$ cat src/rtl/mri_pkg.sv
package mri_pkg;

  typedef enum logic [2:0] {
    OP_AND  = 3'd0,
    OP_TAD  = 3'd1,
    OP_ISZ  = 3'd2,
    OP_DCA  = 3'd3,
    OP_JMS  = 3'd4,
    OP_JMP  = 3'd5,
    OP_RSV6 = 3'd6,
    OP_RSV7 = 3'd7
  } mri_op_e;

  typedef enum logic [2:0] {
    ST_IDLE  = 3'd0,
    ST_IND   = 3'd1,
    ST_READ  = 3'd2,
    ST_WRITE = 3'd3,
    ST_DONE  = 3'd4
  } mri_state_e;

  // strobes from sequencer to datapath
  typedef struct packed {
    logic ldInst;   // capture instruction, PC and first address
    logic ldFinal;  // pointer word becomes the final address
    logic rdDone;   // operand read finished
    logic wrDone;   // write-back finished
  } mri_strobe_t;

endpackage

$ cat src/rtl/mri_ctrl.sv
module mri_ctrl
  import mri_pkg::*;
(
  input  logic        clk,
  input  logic        rstN,
  input  logic        startReq,
  input  logic [2:0]  opIn,
  input  logic        indIn,
  input  logic        memAck,
  output logic        memReq,
  output logic        memWe,
  output logic        done,
  output mri_strobe_t strobe
);

  mri_state_e state, stNext;
  mri_op_e    opQ;

  function automatic mri_state_e routeOp(input mri_op_e op);
    case (op)
      OP_AND, OP_TAD, OP_ISZ: routeOp = ST_READ;
      OP_DCA, OP_JMS:         routeOp = ST_WRITE;
      default:                routeOp = ST_DONE;
    endcase
  endfunction

  always_comb begin
    stNext = state;
    strobe = '0;
    memReq = 1'b0;
    memWe  = 1'b0;
    done   = 1'b0;
    case (state)
      ST_IDLE: begin
        if (startReq) begin
          strobe.ldInst = 1'b1;
          if (opIn[2:1] == 2'b11) stNext = ST_DONE;
          else if (indIn)         stNext = ST_IND;
          else                    stNext = routeOp(mri_op_e'(opIn));
        end
      end
      ST_IND: begin
        memReq = 1'b1;
        if (memAck) begin
          strobe.ldFinal = 1'b1;
          stNext = routeOp(opQ);
        end
      end
      ST_READ: begin
        memReq = 1'b1;
        if (memAck) begin
          strobe.rdDone = 1'b1;
          stNext = (opQ == OP_ISZ) ? ST_WRITE : ST_DONE;
        end
      end
      ST_WRITE: begin
        memReq = 1'b1;
        memWe  = 1'b1;
        if (memAck) begin
          strobe.wrDone = 1'b1;
          stNext = ST_DONE;
        end
      end
      ST_DONE: begin
        done   = 1'b1;
        stNext = ST_IDLE;
      end
      default: stNext = ST_IDLE;
    endcase
  end

  always_ff @(posedge clk) begin
    if (!rstN) begin
      state <= ST_IDLE;
      opQ   <= OP_AND;
    end else begin
      state <= stNext;
      if (strobe.ldInst) opQ <= mri_op_e'(opIn);
    end
  end

endmodule

$ cat src/rtl/mri_datapath.sv
module mri_datapath
  import mri_pkg::*;
#(
  parameter int FIELD_W = 3,
  parameter int WORD_W  = 12,
  parameter int OFF_W   = 7,
  localparam int ADDR_W = FIELD_W + WORD_W
) (
  input  logic              clk,
  input  logic              rstN,
  input  mri_strobe_t       strobe,
  input  logic [ADDR_W-1:0] pcIn,
  input  logic [WORD_W-1:0] instWord,
  input  logic [WORD_W-1:0] memRdata,
  output logic [ADDR_W-1:0] memAddr,
  output logic [WORD_W-1:0] memWdata,
  output logic [WORD_W-1:0] accOut,
  output logic              linkOut,
  output logic [ADDR_W-1:0] nextPc
);

  localparam int PAGE_W   = WORD_W - OFF_W;
  localparam int IND_BIT  = OFF_W + 1;
  localparam int PAGE_BIT = OFF_W;

  logic [FIELD_W-1:0] fieldQ;
  logic [WORD_W-1:0]  pcLowQ, addrQ, dataQ, accQ, nextLowQ;
  logic               linkQ;
  mri_op_e            opQ;

  logic [WORD_W-1:0]  eaIn;
  logic [PAGE_W-1:0]  pageBits;
  mri_op_e            opIn;
  logic [WORD_W:0]    sumWide;

  assign opIn     = mri_op_e'(instWord[WORD_W-1 -: 3]);
  assign pageBits = instWord[PAGE_BIT] ? pcIn[WORD_W-1:OFF_W] : '0;
  assign eaIn     = {pageBits, instWord[OFF_W-1:0]};
  assign sumWide  = {1'b0, accQ} + {1'b0, memRdata};

  always_ff @(posedge clk) begin
    if (!rstN) begin
      fieldQ   <= '0;
      pcLowQ   <= '0;
      addrQ    <= '0;
      dataQ    <= '0;
      accQ     <= '0;
      linkQ    <= 1'b0;
      nextLowQ <= '0;
      opQ      <= OP_AND;
    end else begin
      if (strobe.ldInst) begin
        fieldQ <= pcIn[ADDR_W-1:WORD_W];
        pcLowQ <= pcIn[WORD_W-1:0];
        opQ    <= opIn;
        addrQ  <= eaIn;
        if (opIn == OP_JMP && !instWord[IND_BIT])
          nextLowQ <= eaIn;
        else
          nextLowQ <= pcIn[WORD_W-1:0] + WORD_W'(1);
      end
      if (strobe.ldFinal) begin
        addrQ <= memRdata;
        if (opQ == OP_JMP) nextLowQ <= memRdata;
      end
      if (strobe.rdDone) begin
        case (opQ)
          OP_AND: accQ <= accQ & memRdata;
          OP_TAD: begin
            accQ  <= sumWide[WORD_W-1:0];
            linkQ <= linkQ ^ sumWide[WORD_W];
          end
          OP_ISZ: dataQ <= memRdata + WORD_W'(1);
          default: ;
        endcase
      end
      if (strobe.wrDone) begin
        case (opQ)
          OP_DCA: accQ <= '0;
          OP_ISZ: if (dataQ == '0) nextLowQ <= nextLowQ + WORD_W'(1);
          OP_JMS: nextLowQ <= addrQ + WORD_W'(1);
          default: ;
        endcase
      end
    end
  end

  always_comb begin
    case (opQ)
      OP_DCA:  memWdata = accQ;
      OP_ISZ:  memWdata = dataQ;
      OP_JMS:  memWdata = pcLowQ + WORD_W'(1);
      default: memWdata = '0;
    endcase
  end

  assign memAddr = {fieldQ, addrQ};
  assign nextPc  = {fieldQ, nextLowQ};
  assign accOut  = accQ;
  assign linkOut = linkQ;

endmodule

$ cat src/rtl/mri_exec_unit.sv
module mri_exec_unit
  import mri_pkg::*;
#(
  parameter int FIELD_W = 3,
  parameter int WORD_W  = 12,
  parameter int OFF_W   = 7,
  localparam int ADDR_W = FIELD_W + WORD_W
) (
  input  logic              clk,
  input  logic              rstN,
  input  logic              startReq,
  input  logic [ADDR_W-1:0] pcIn,
  input  logic [WORD_W-1:0] instWord,
  output logic              memReq,
  output logic              memWe,
  output logic [ADDR_W-1:0] memAddr,
  output logic [WORD_W-1:0] memWdata,
  input  logic              memAck,
  input  logic [WORD_W-1:0] memRdata,
  output logic              done,
  output logic [ADDR_W-1:0] nextPc,
  output logic [WORD_W-1:0] accOut,
  output logic              linkOut
);

  mri_strobe_t strobe;

  mri_ctrl uCtrl (
    .clk      (clk),
    .rstN     (rstN),
    .startReq (startReq),
    .opIn     (instWord[WORD_W-1 -: 3]),
    .indIn    (instWord[OFF_W+1]),
    .memAck   (memAck),
    .memReq   (memReq),
    .memWe    (memWe),
    .done     (done),
    .strobe   (strobe)
  );

  mri_datapath #(
    .FIELD_W (FIELD_W),
    .WORD_W  (WORD_W),
    .OFF_W   (OFF_W)
  ) uDp (
    .clk      (clk),
    .rstN     (rstN),
    .strobe   (strobe),
    .pcIn     (pcIn),
    .instWord (instWord),
    .memRdata (memRdata),
    .memAddr  (memAddr),
    .memWdata (memWdata),
    .accOut   (accOut),
    .linkOut  (linkOut),
    .nextPc   (nextPc)
  );

endmodule

$ cat config.mk
export PLATFORM = sky130hd
export DESIGN_NAME = mri_exec_unit
export DESIGN_NICKNAME = d
export VERILOG_FILES = /design/src/rtl/mri_pkg.sv /design/src/rtl/mri_ctrl.sv /design/src/rtl/mri_datapath.sv /design/src/rtl/mri_exec_unit.sv
export SDC_FILE = /design/constraint.sdc
export NUM_CORES = 1
export LEC_CHECK = 0
export CAP_MARGIN = 40
export CELL_PAD_IN_SITES_DETAIL_PLACEMENT = 1
export CELL_PAD_IN_SITES_GLOBAL_PLACEMENT = 1
export CORE_ASPECT_RATIO = 0.7
export CORE_MARGIN = 2
export CORE_UTILIZATION = 43
export DETAILED_ROUTE_END_ITERATION = 8
export DONT_BUFFER_PORTS = 1
export PLACE_DENSITY_LB_ADDON = 0.12
export SKIP_LAST_GASP = 1
export SLEW_MARGIN = 15
export SYNTH_ARGS = -nofsm -noshare
export SYNTH_HDL_FRONTEND = slang
export SYNTH_HIERARCHICAL = 1
export SYNTH_SLANG_ARGS = --single-unit
$ cat constraint.sdc
create_clock -name clk -period 2.1 [get_ports clk]
set_input_delay 0.42 -clock clk [delete_from_list [all_inputs] [get_ports clk]]
set_output_delay 0.42 -clock clk [all_outputs]
set_load 0.005 [all_outputs]
==> results.py, run 1 <==
metrics = {
    "clocking": {
        "clk_path_buf_depth": 2,
        "tritoncts": "yes",
        "htree_levels": 3,
        "path_clk_slew_ps": 60,
        "cts_root_buf": "clkbuf_16",
        "cts_sinks": 73,
        "cts_buffers": 9,
        "clk_latency_ps": 350,
    },
    "setup_path": {
        "startpoint": "uDp/accOut[3]",
        "reg2reg_slack_ps": -80,
        "end_kind": "flop",
        "timing.rr.start": "uDp/accOut[3]",
        "path_cells": "ha_1 -> o21ai_0 -> o21ai_4 -> a221oi_2 -> mux2i_1 -> o31ai_1",
        "worstReg2RegEnd": "uDp/accOut[10]",
        "path_delay_family": "compound AO/OA/AOI/OAI gates",
        "start_kind": "flop",
        "worst_ep_arrival_time_ps": 2400,
        "worstSetupPathType": "reg2reg",
        "critPathMaxFanout": 4,
        "required_ps": 2320,
        "rr_worst_depth": 6,
        "crit_cells": 6,
        "worstPathBufferInverterCount": 0,
        "endpoint": "uDp/accOut[10]",
        "slowest_delay_ps": 580,
        "cp_slowest_cell": "o21ai_0",
    },
    "timing": {
        "slew_headroom_pct": 46.2,
        "skew_ps": 13.5,
        "finalMaxSlewViolations": 0,
        "layout_setup_ws_ps": -80.5,
        "rsz0062_at_grt": "yes",
        "hold_viol": 0,
        "min_period_ps": 2180,
        "worst_pin_slew_ps": 805,
        "timing.fmax_mhz": 459,
        "fin_crit_sh_pct": 104,
        "setup-violations-final": 6,
    },
    "synthesis": {
        "ys_seq_area_share_pct": 26.4,
        "yosys-top-cells-area": "dfxtp_1, mux2i_1, nor2_1",
        "yosys_register_bits": 73,
        "synthArstFlopShare_pct": 0,
        "synth_area_sq_um": 5530,
        "yosysMostFrequentCell": "nor2_1",
        "synth_edf_count": 0,
        "synth_nets": 763,
        "synthesis.instances": 702,
        "yosys.area.top_type_share_pct": 26.4,
        "yosysWarnings": 6,
        "synth_top_cell_by_area": "dfxtp_1",
        "synth_flop_cell": "dfxtp_1",
        "synth.avg_cell_area_sq_um": 7.88,
        "yosys-top-cells-count": "nor2_1, dfxtp_1, o21ai_0",
        "ys_types": 78,
    },
    "pwr": {
        "internal_power_mw": 2.94,
        "p_per_area_nw_per_um2": 673,
        "power_frac_seq_pct": 37.2,
        "p_comb_share_pct": 27.3,
        "switching_power_mw": 1.54,
        "p_leak_nw": 2.49,
        "swShare_pct": 34.3,
        "pwr-share-clk_pct": 35.5,
        "ir_drop_mv": 0.574,
        "power_mw": 4.48,
    },
    "outcome": {
        "violations": "negative setup slack",
        "status": "finished with violations",
    },
    "worst_hold_path": {
        "hold_start": "memRdata[0]",
        "hold_path.class": "in2reg",
    },
    "global_routing": {
        "grt_pass1_vias": 5861,
        "grt_overflow": 0,
        "grt_pass1_wl_um": 35300,
        "grt_max_degree": 27,
        "grt.total_usage_pct": 33.1,
        "antenna_found_initial": 1,
    },
    "placement": {
        "portBuffers": 0,
        "dp_hpwl_um": 17300,
        "place_congestion": 0.989,
    },
    "final_layout": {
        "area_growth_pct": 20.2,
        "nFillCells": 1524,
        "drive_gt1_share_pct": 21.6,
        "finalCoreUtilization_pct": 53.2,
        "diodes": 0,
        "multi_input_area_sq_um": 3970,
        "num-nets-final": 812,
        "final-seq-area_sq_um": 1480,
    },
    "route": {
        "drc": 0,
        "finalWirelength_um": 23200,
        "viasPerCell": 6.45,
        "ant_nets": 0,
        "dr_total_vias": 5918,
        "firstDrtPassIters": 5,
        "wl_per_cell_um": 25.3,
        "drt_iter0_markers": 484,
    },
    "die": {
        "start_util_pct": 44.2,
        "die_y_um": 98.9,
        "die_w_um": 140,
        "dieArea_sq_um": 13800,
        "ios": 101,
        "core_area_sq_um": 12500,
        "num_rows": 34,
    },
    "run": {
        "drv_cap": 0,
    },
}
-- area by class of cell --
| cell class | instances | area share [%] |
|---|---|---|
| inverter | 16 | 0.903 |
| clock inverter | 7 | 1.05 |
| clock buffer | 9 | 3.38 |
| multi-input combinational | 569 | 59.7 |
| timing repair buffer | 82 | 9.61 |
| tap | 162 | 3.05 |
| sequential | 73 | 22.3 |
-- power groups by stage --
stage	sequential (mW)	combinational, mW	clock [mW]
3_5_place_dp	1.67	1.12	0
2_1_floorplan	1.64	0.782	0
6_report	1.66	1.22	1.59
4_1_cts	1.65	1.15	1.61
3_3_place_gp	1.66	1.10	0
5_1_grt	1.68	1.33	1.68
-- worst reg2reg max path, stage by stage (launching register included) --
cell and delay [ps]:
dfxtp_1 320, ha_1 340, o21ai_0 580, o21ai_4 120, a221oi_2 310, mux2i_1 270, o31ai_1 110
-- cells by family after synthesis --
logic type	after synthesis	synth area share, %
xor gates and xnor gates	41	6.49
AOI/OAI and AO/OA	208	24.7
buffers and inverters	60	5.86
DFF	73	26.4
muxes	40	7.28
and+or+nand+nor	262	25.1
adders and majority gates	18	4.21
-- through the flow --
step / std cells / setup slack (ps) / area, sq um / hold slack (ps) / setup TNS [ps]
5_1_grt: 918 / -133 / 6650 / 163 / -962
3_3_place_gp: 893 / -139 / 6050 / 505 / -218
6_report: 918 / -80.5 / 6650 / 169 / -245
2_1_floorplan: 702 / 16.8 / 5540 / 477 / 0
3_5_place_dp: 893 / -232 / 6050 / 521 / -645
4_1_cts: 912 / -53.2 / 6450 / 156 / -53.2
-- layer usage --
metal  track usage [%]  wire length [um]  vias up
met3              10.9              1910       30
met1              47.5             11000     2971
met2              47.8              9890      217
met5                 0                 0        -
met4              8.08               414        0
li1                  -                 -     2700
-- how the worst min path moves through the flow --
stage / endpoint / cells past startpoint
after floorplan: uDp/accOut[8] / 2
after global placement: uDp/dataQ[10] / 2
after detailed placement: uDp/pcLowQ[11] / 2
after CTS: uDp/dataQ[0] / 1
after global routing: uDp/dataQ[0] / 1
final: uDp/dataQ[0] / 1
-- registers in the layout (all words and copies together), names as in the netlist, 12 cells and up --
name,count
uDp/accOut,12
uDp/addrQ,12
uDp/dataQ,12
uDp/nextLowQ,12
uDp/pcLowQ,12
-- placed cells by master (no fill, tap or decap), types with 6 or more instances in the layout --
cell	synthesis	routed
clkbuf_16	0	9
a21o_1	6	6
o22ai_1	7	7
xnor2_1	26	23
nand3_1	26	25
o221ai_1	6	6
inv_1	15	15
nor2b_1	8	6
nor4_1	11	7
nand2b_1	9	9
a211oi_1	25	21
a22oi_1	14	13
a21oi_1	46	45
o21ai_0	57	49
nor3_1	13	11
o21ai_1	2	8
nand2_1	51	51
and2_1	6	6
mux2i_1	38	38
and3_1	11	10
xor2_1	15	15
dfxtp_2	0	9
buf_4	7	78
dfxtp_1	73	61
nand4_1	11	11
ha_1	17	14
nor2_1	77	76
-- what timing repair did --
item | in CTS | in global routing
pin swaps | 4 | 9
resized for setup | 32 | 36
hold buffers | 0 | 0
endpoints found under the setup margin | 14 | 28
setup buffers | 3 | 6
(Power assumes the default switching activity.)
==> inputs of run 2 (changes only) <==
--- a/config.mk
+++ b/config.mk
@@ -8,12 +8,13 @@
 export CAP_MARGIN = 40
 export CELL_PAD_IN_SITES_DETAIL_PLACEMENT = 1
 export CELL_PAD_IN_SITES_GLOBAL_PLACEMENT = 1
-export CORE_ASPECT_RATIO = 0.7
 export CORE_MARGIN = 2
 export CORE_UTILIZATION = 43
+export CTS_CLUSTER_DIAMETER = 30
 export DETAILED_ROUTE_END_ITERATION = 8
 export DONT_BUFFER_PORTS = 1
 export PLACE_DENSITY_LB_ADDON = 0.12
+export SETUP_SLACK_MARGIN = 0.15
 export SKIP_LAST_GASP = 1
 export SLEW_MARGIN = 15
 export SYNTH_ARGS = -nofsm -noshare
==> run 2 against run 1 <==
Effect of this change: the flow still finishes with violations (negative setup slack); register-to-register slack better by 170 ps; final area up 1.9%; via count down 2.0%; sequential power about the same; count of clock-buffer cells in the layout up 1; worst setup slack worse by 64 ps; wire length down 4.7%; combinational power about the same.
==> results.py, run 2 (same netlist as run 1, synthesis figures left out) <==
metrics = {
    "outcome": {
        "status": "finished with violations",
        "violations": "negative setup slack",
    },
    "global_routing": {
        "grt_overflow": 0,
        "antenna_found_initial": 0,
        "grt_max_degree": 34,
        "grt.total_usage_pct": 30.9,
        "grt_pass1_wl_um": 33500,
        "grt_pass1_vias": 5791,
    },
    "clocking": {
        "path_clk_slew_ps": 60,
        "htree_levels": 3,
        "clk_latency_ps": 350,
        "clk_path_buf_depth": 2,
        "cts_sinks": 73,
        "ctsHoldBuffers": 0,
        "cts_buffers": 9,
        "tritoncts": "yes",
        "cts_root_buf": "clkbuf_16",
    },
    "timing": {
        "skew_ps": 7.33,
        "slew_headroom_pct": 53.5,
        "finalMaxSlewViolations": 0,
        "fin_crit_sh_pct": 107,
        "min_period_ps": 2240,
        "worst_pin_slew_ps": 697,
        "layout_setup_ws_ps": -144,
        "setup-violations-final": 6,
        "hold_viol": 0,
        "rsz0062_at_grt": "yes",
        "timing.fmax_mhz": 446,
    },
    "placement": {
        "place_congestion": 0.922,
        "portBuffers": 0,
        "dp_hpwl_um": 16000,
        "dp_cells": 891,
    },
    "final_layout": {
        "stdcell_count": 924,
        "area_growth_pct": 22.5,
        "drive_gt1_share_pct": 24.2,
        "diodes": 0,
        "nFillCells": 1522,
        "layout_commonest_cell": "nor2_1",
        "num-nets-final": 808,
        "mostFrequentLayoutCells": "nor2_1, buf_4, dfxtp_1",
    },
    "setup_path": {
        "worst_ep_arrival_time_ps": 1820,
        "timing.rr.start": "uDp/accOut[0]",
        "reg2reg_slack_ps": 90,
        "worstReg2RegEnd": "uDp/accOut[10]",
        "rr_worst_depth": 8,
        "required_ps": 1680,
        "critPathMaxFanout": 4,
        "end_kind": "output pin",
        "worstSetupPathType": "reg2out",
        "start_kind": "flop",
    },
    "worst_hold_path": {
        "hold_start": "memRdata[0]",
        "hold_depth": 1,
        "whs_endpoint": "uDp/dataQ[0]",
        "hold_path.class": "in2reg",
    },
    "route": {
        "dr_wl_met2_um": 10600,
        "dr_total_vias": 5801,
        "topRoutingLayerUsed": "met4",
        "ant_nets": 0,
        "drc": 0,
        "wl_per_cell_um": 23.9,
        "wl_met1_um": 9360,
        "viasPerCell": 6.28,
        "drt_iter0_markers": 434,
        "finalWirelength_um": 22100,
        "firstDrtPassIters": 4,
        "wl_met3_um": 1610,
    },
    "pwr": {
        "p_leak_nw": 2.49,
        "p_per_area_nw_per_um2": 668,
        "ir_drop_mv": 0.346,
        "power_mw": 4.53,
    },
    "die": {
        "dieArea_sq_um": 13800,
        "num_rows": 41,
        "die_w_um": 117,
        "die_y_um": 117,
        "start_util_pct": 44.0,
        "ios": 101,
        "core_area_sq_um": 12600,
    },
    "run": {
        "drv_cap": 0,
    },
}
==> run 2: how the worst max path moves through the flow <==
| stage | from | end | slack (ps) | depth (start not counted) |
|---|---|---|---|---|
| 3_5_place_dp | memRdata[0] | uDp/accOut[10] | -40 | 8 |
| 5_1_grt | uDp/pcLowQ[0] | memWdata[10] | -210 | 6 |
| 4_1_cts | uDp/pcLowQ[6] | memWdata[10] | -120 | 5 |
| 2_1_floorplan | memRdata[0] | uDp/accOut[6] | 40 | 7 |
| 3_3_place_gp | memRdata[0] | uDp/accOut[10] | -40 | 8 |
| 6_report | uDp/pcLowQ[0] | memWdata[10] | -140 | 6 |
==> run 2: what timing repair did <==
action | in CTS | in global routing
setup endpoints to repair | 27 | 52
endpoints found under the hold margin | 0 | 0
pin swaps | 14 | 19
gates resized for setup | 51 | 50
buffers inserted | 9 | 8
==> run 2: worst max-delay path, stage by stage, from the launching register on <==
cell      delay (ps)
dfxtp_4          370
ha_4             130
and3_4           210
nand4_1          200
xnor2_2          210
a221oi_2         290
a21oi_2           70
==> run 2: stage by stage <==
stage / instance area, sq um / util [%] / hold WS [ps] / worst slack, ps / TNS (ps)
after floorplan: 5580 / - / 481 / 35.1 / 0
after global placement: 6010 / 47.9 / 506 / -37.5 / -37.5
after detailed placement: 6010 / 47.9 / 518 / -41.1 / -41.1
after CTS: 6510 / 51.8 / 156 / -118 / -469
after global routing: 6780 / 53.9 / 161 / -206 / -832
final: 6780 / 53.9 / 169 / -144 / -390
==> run 2: where the power goes <==
part	internal, mW	switching, mW
clock network	0.926	0.678
logic	0.550	0.695
registers	1.50	0.176
total	2.98	1.55
==> run 2: final cells by class <==
| cell class | instances | area, sq um | area share, % |
|---|---|---|---|
| Inverter | 16 | 63.8 | 0.941 |
| Sequential cell | 73 | 1490 | 22.0 |
| Clock inverter | 6 | 67.6 | 0.997 |
| Multi-Input combinational cell | 569 | 4090 | 60.3 |
| Tap cell | 172 | 215 | 3.18 |
| Timing Repair Buffer | 78 | 619 | 9.14 |
| Clock buffer | 10 | 229 | 3.38 |
==> run 2: layer usage <==
| layer | GRT usage (%) | vias to the layer above |
|---|---|---|
| met3 | 8.46 | 43 |
| met2 | 51.3 | 198 |
| li1 | - | 2694 |
| met5 | 0 | - |
| met1 | 38.9 | 2866 |
| met4 | 9.71 | 0 |
==> inputs of run 3 (changes only) <==
--- a/config.mk
+++ b/config.mk
@@ -11,9 +11,10 @@
 export CORE_MARGIN = 2
 export CORE_UTILIZATION = 43
 export CTS_CLUSTER_DIAMETER = 30
+export CTS_CLUSTER_SIZE = 10
 export DETAILED_ROUTE_END_ITERATION = 8
 export DONT_BUFFER_PORTS = 1
-export PLACE_DENSITY_LB_ADDON = 0.12
+export PLACE_DENSITY = 0.8
 export SETUP_SLACK_MARGIN = 0.15
 export SKIP_LAST_GASP = 1
 export SLEW_MARGIN = 15
==> run 3 against run 2 <==
Effect of this change: the flow still finishes with violations (negative setup slack); clock power increased by 8%; final area increased by 0.63%; highest routed layer unchanged; first-iteration DRC count increased by 21%; die area unchanged; count of clock-buffer cells in the layout unchanged; register-to-register slack got worse by 110 ps; critical path type unchanged.
==> results.py, run 3 (same netlist as run 1, synthesis figures left out) <==
metrics = {
    "final_layout": {
        "area_growth_pct": 23.2,
        "drive_gt1_share_pct": 23.8,
        "mostFrequentLayoutCells": "nor2_1, buf_4, dfxtp_1",
        "layout_commonest_cell": "nor2_1",
        "diodes": 0,
        "nFillCells": 1487,
        "final_area_sq_um": 6820,
        "num-nets-final": 808,
    },
    "global_routing": {
        "grt_pass1_vias": 6135,
        "grt_pass1_wl_um": 34800,
        "antenna_found_initial": 0,
        "grt_overflow": 0,
        "grt_max_degree": 38,
        "grt.total_usage_pct": 32.1,
    },
    "run": {
        "drv_cap": 0,
    },
    "clocking": {
        "tritoncts": "yes",
        "clk_path_buf_depth": 2,
        "cts_buffers": 9,
        "cts_sinks": 73,
        "cts_root_buf": "clkbuf_16",
        "clk_latency_ps": 350,
        "path_clk_slew_ps": 70,
        "ctsHoldBuffers": 0,
        "htree_levels": 3,
    },
    "setup_path": {
        "critPathMaxFanout": 4,
        "start_kind": "flop",
        "worstPathBufferInverterCount": 0,
        "end_kind": "output pin",
        "cp_slowest_cell": "dfxtp_4",
        "worstSetupPathType": "reg2out",
        "slowest_delay_ps": 370,
        "required_ps": 1680,
        "worst_ep_arrival_time_ps": 1800,
        "path_cells": "ha_4 -> and3_4 -> nand4_1 -> xnor2_1 -> a221oi_2 -> a21oi_2",
        "path_delay_family": "compound AO/OA/AOI/OAI gates",
    },
    "placement": {
        "dp_hpwl_um": 16200,
        "placed_area_sq_um": 6010,
        "portBuffers": 0,
        "post-place-ws_ps": -36.6,
        "place_congestion": 0.943,
    },
    "route": {
        "ant_nets": 0,
        "firstDrtPassIters": 5,
        "drc": 0,
        "viasPerCell": 6.55,
        "finalWirelength_um": 23300,
        "drt_iter0_markers": 524,
        "dr_total_vias": 6052,
        "wl_per_cell_um": 25.2,
    },
    "die": {
        "core_area_sq_um": 12600,
        "num_rows": 41,
        "ios": 101,
        "dieArea_sq_um": 13800,
        "start_util_pct": 44.0,
        "die_w_um": 117,
        "die_y_um": 117,
    },
    "timing": {
        "worst_pin_slew_ps": 731,
        "rsz0062_at_grt": "yes",
        "skew_ps": 8.01,
        "slew_headroom_pct": 51.1,
        "setup-violations-final": 4,
        "hold_viol": 0,
        "finalMaxSlewViolations": 0,
        "layout_setup_ws_ps": -117,
        "fin_crit_sh_pct": 106,
        "timing.fmax_mhz": 451,
        "min_period_ps": 2220,
    },
    "outcome": {
        "violations": "negative setup slack",
        "status": "finished with violations",
    },
    "worst_hold_path": {
        "hold_path.class": "in2reg",
    },
    "pwr": {
        "p_leak_nw": 2.53,
        "ir_drop_mv": 0.409,
        "p_per_area_nw_per_um2": 685,
    },
}
-- run 3: changes by cell type in the layout (fill, tap and decap cells not counted), sizes merged --
cell / before / now
buf: 78 / 76
clkinvlp: 3 / 1
inv: 16 / 18
bufinv: 1 / 2
clkbuf: 10 / 11
clkinv: 2 / 1
nor2: 77 / 78
-- run 3: layout make-up --
| type | count | area, sq um | area share [%] |
|---|---|---|---|
| Multi-Input combinational cell | 570 | 4100 | 60.1 |
| Sequential cell | 73 | 1500 | 21.9 |
| Timing Repair Buffer | 77 | 628 | 9.21 |
| Clock buffer | 10 | 229 | 3.36 |
| Tap cell | 172 | 215 | 3.16 |
| Clock inverter | 6 | 90.1 | 1.32 |
| Inverter | 16 | 60.1 | 0.881 |
-- run 3: worst paths after layout --
kind	from	endpoint	slack [ps]	cells after the start
min reg2reg	uDp/dataQ[7]	uDp/dataQ[7]	530	2
max reg2reg	uDp/accOut[0]	uDp/accOut[4]	-20	9
min	memRdata[0]	uDp/dataQ[0]	170	1
max	uDp/pcLowQ[1]	memWdata[10]	-120	6
-- run 3: repair_timing --
action                                  4_1_cts  5_1_grt
pin swaps                                    22       31
setup buffers                                 6       10
resized for setup                            59       35
endpoints found under the setup margin       26       30
gates cloned                                  0        2
-- run 3: report_power, final --
group	leakage (nW)	switching (mW)	internal [mW]
Sequential	0.604	0.177	1.50
Combinational	1.77	0.723	0.547
Clock	0.153	0.677	1.05
Total	2.53	1.58	3.10
-- run 3: routing by layer --
layer,vias to the layer above,share of wire (%),global-route usage (%)
met3,64,9.0,8.71
met5,-,0,0
met2,320,47,53.1
li1,2698,-,-
met4,0,3.8,14.6
met1,2970,40,38.8
-- run 3: per-stage QoR --
step                      util (%)  hold slack, ps  total power, mW  setup TNS, ps  cells
after floorplan                  -             481             2.43              0    702
after global placement        47.8             505             2.73          -36.2    890
after detailed placement      47.8             514             2.78          -72.1    890
after CTS                     52.2             158             4.57          -76.5    912
after global routing          54.3             163             4.86           -598    924
final                         54.3             167             4.67           -249    924
-- run 3: worst reg2reg max path: stages (launching register included) --
cell and delay, ps:
dfxtp_2 330, ha_4 160, fa_2 350, buf_4 150
buf_4 140, a21o_1 150, a211oi_1 330, o221ai_1 200
o21ai_0 130, nor2_1 60
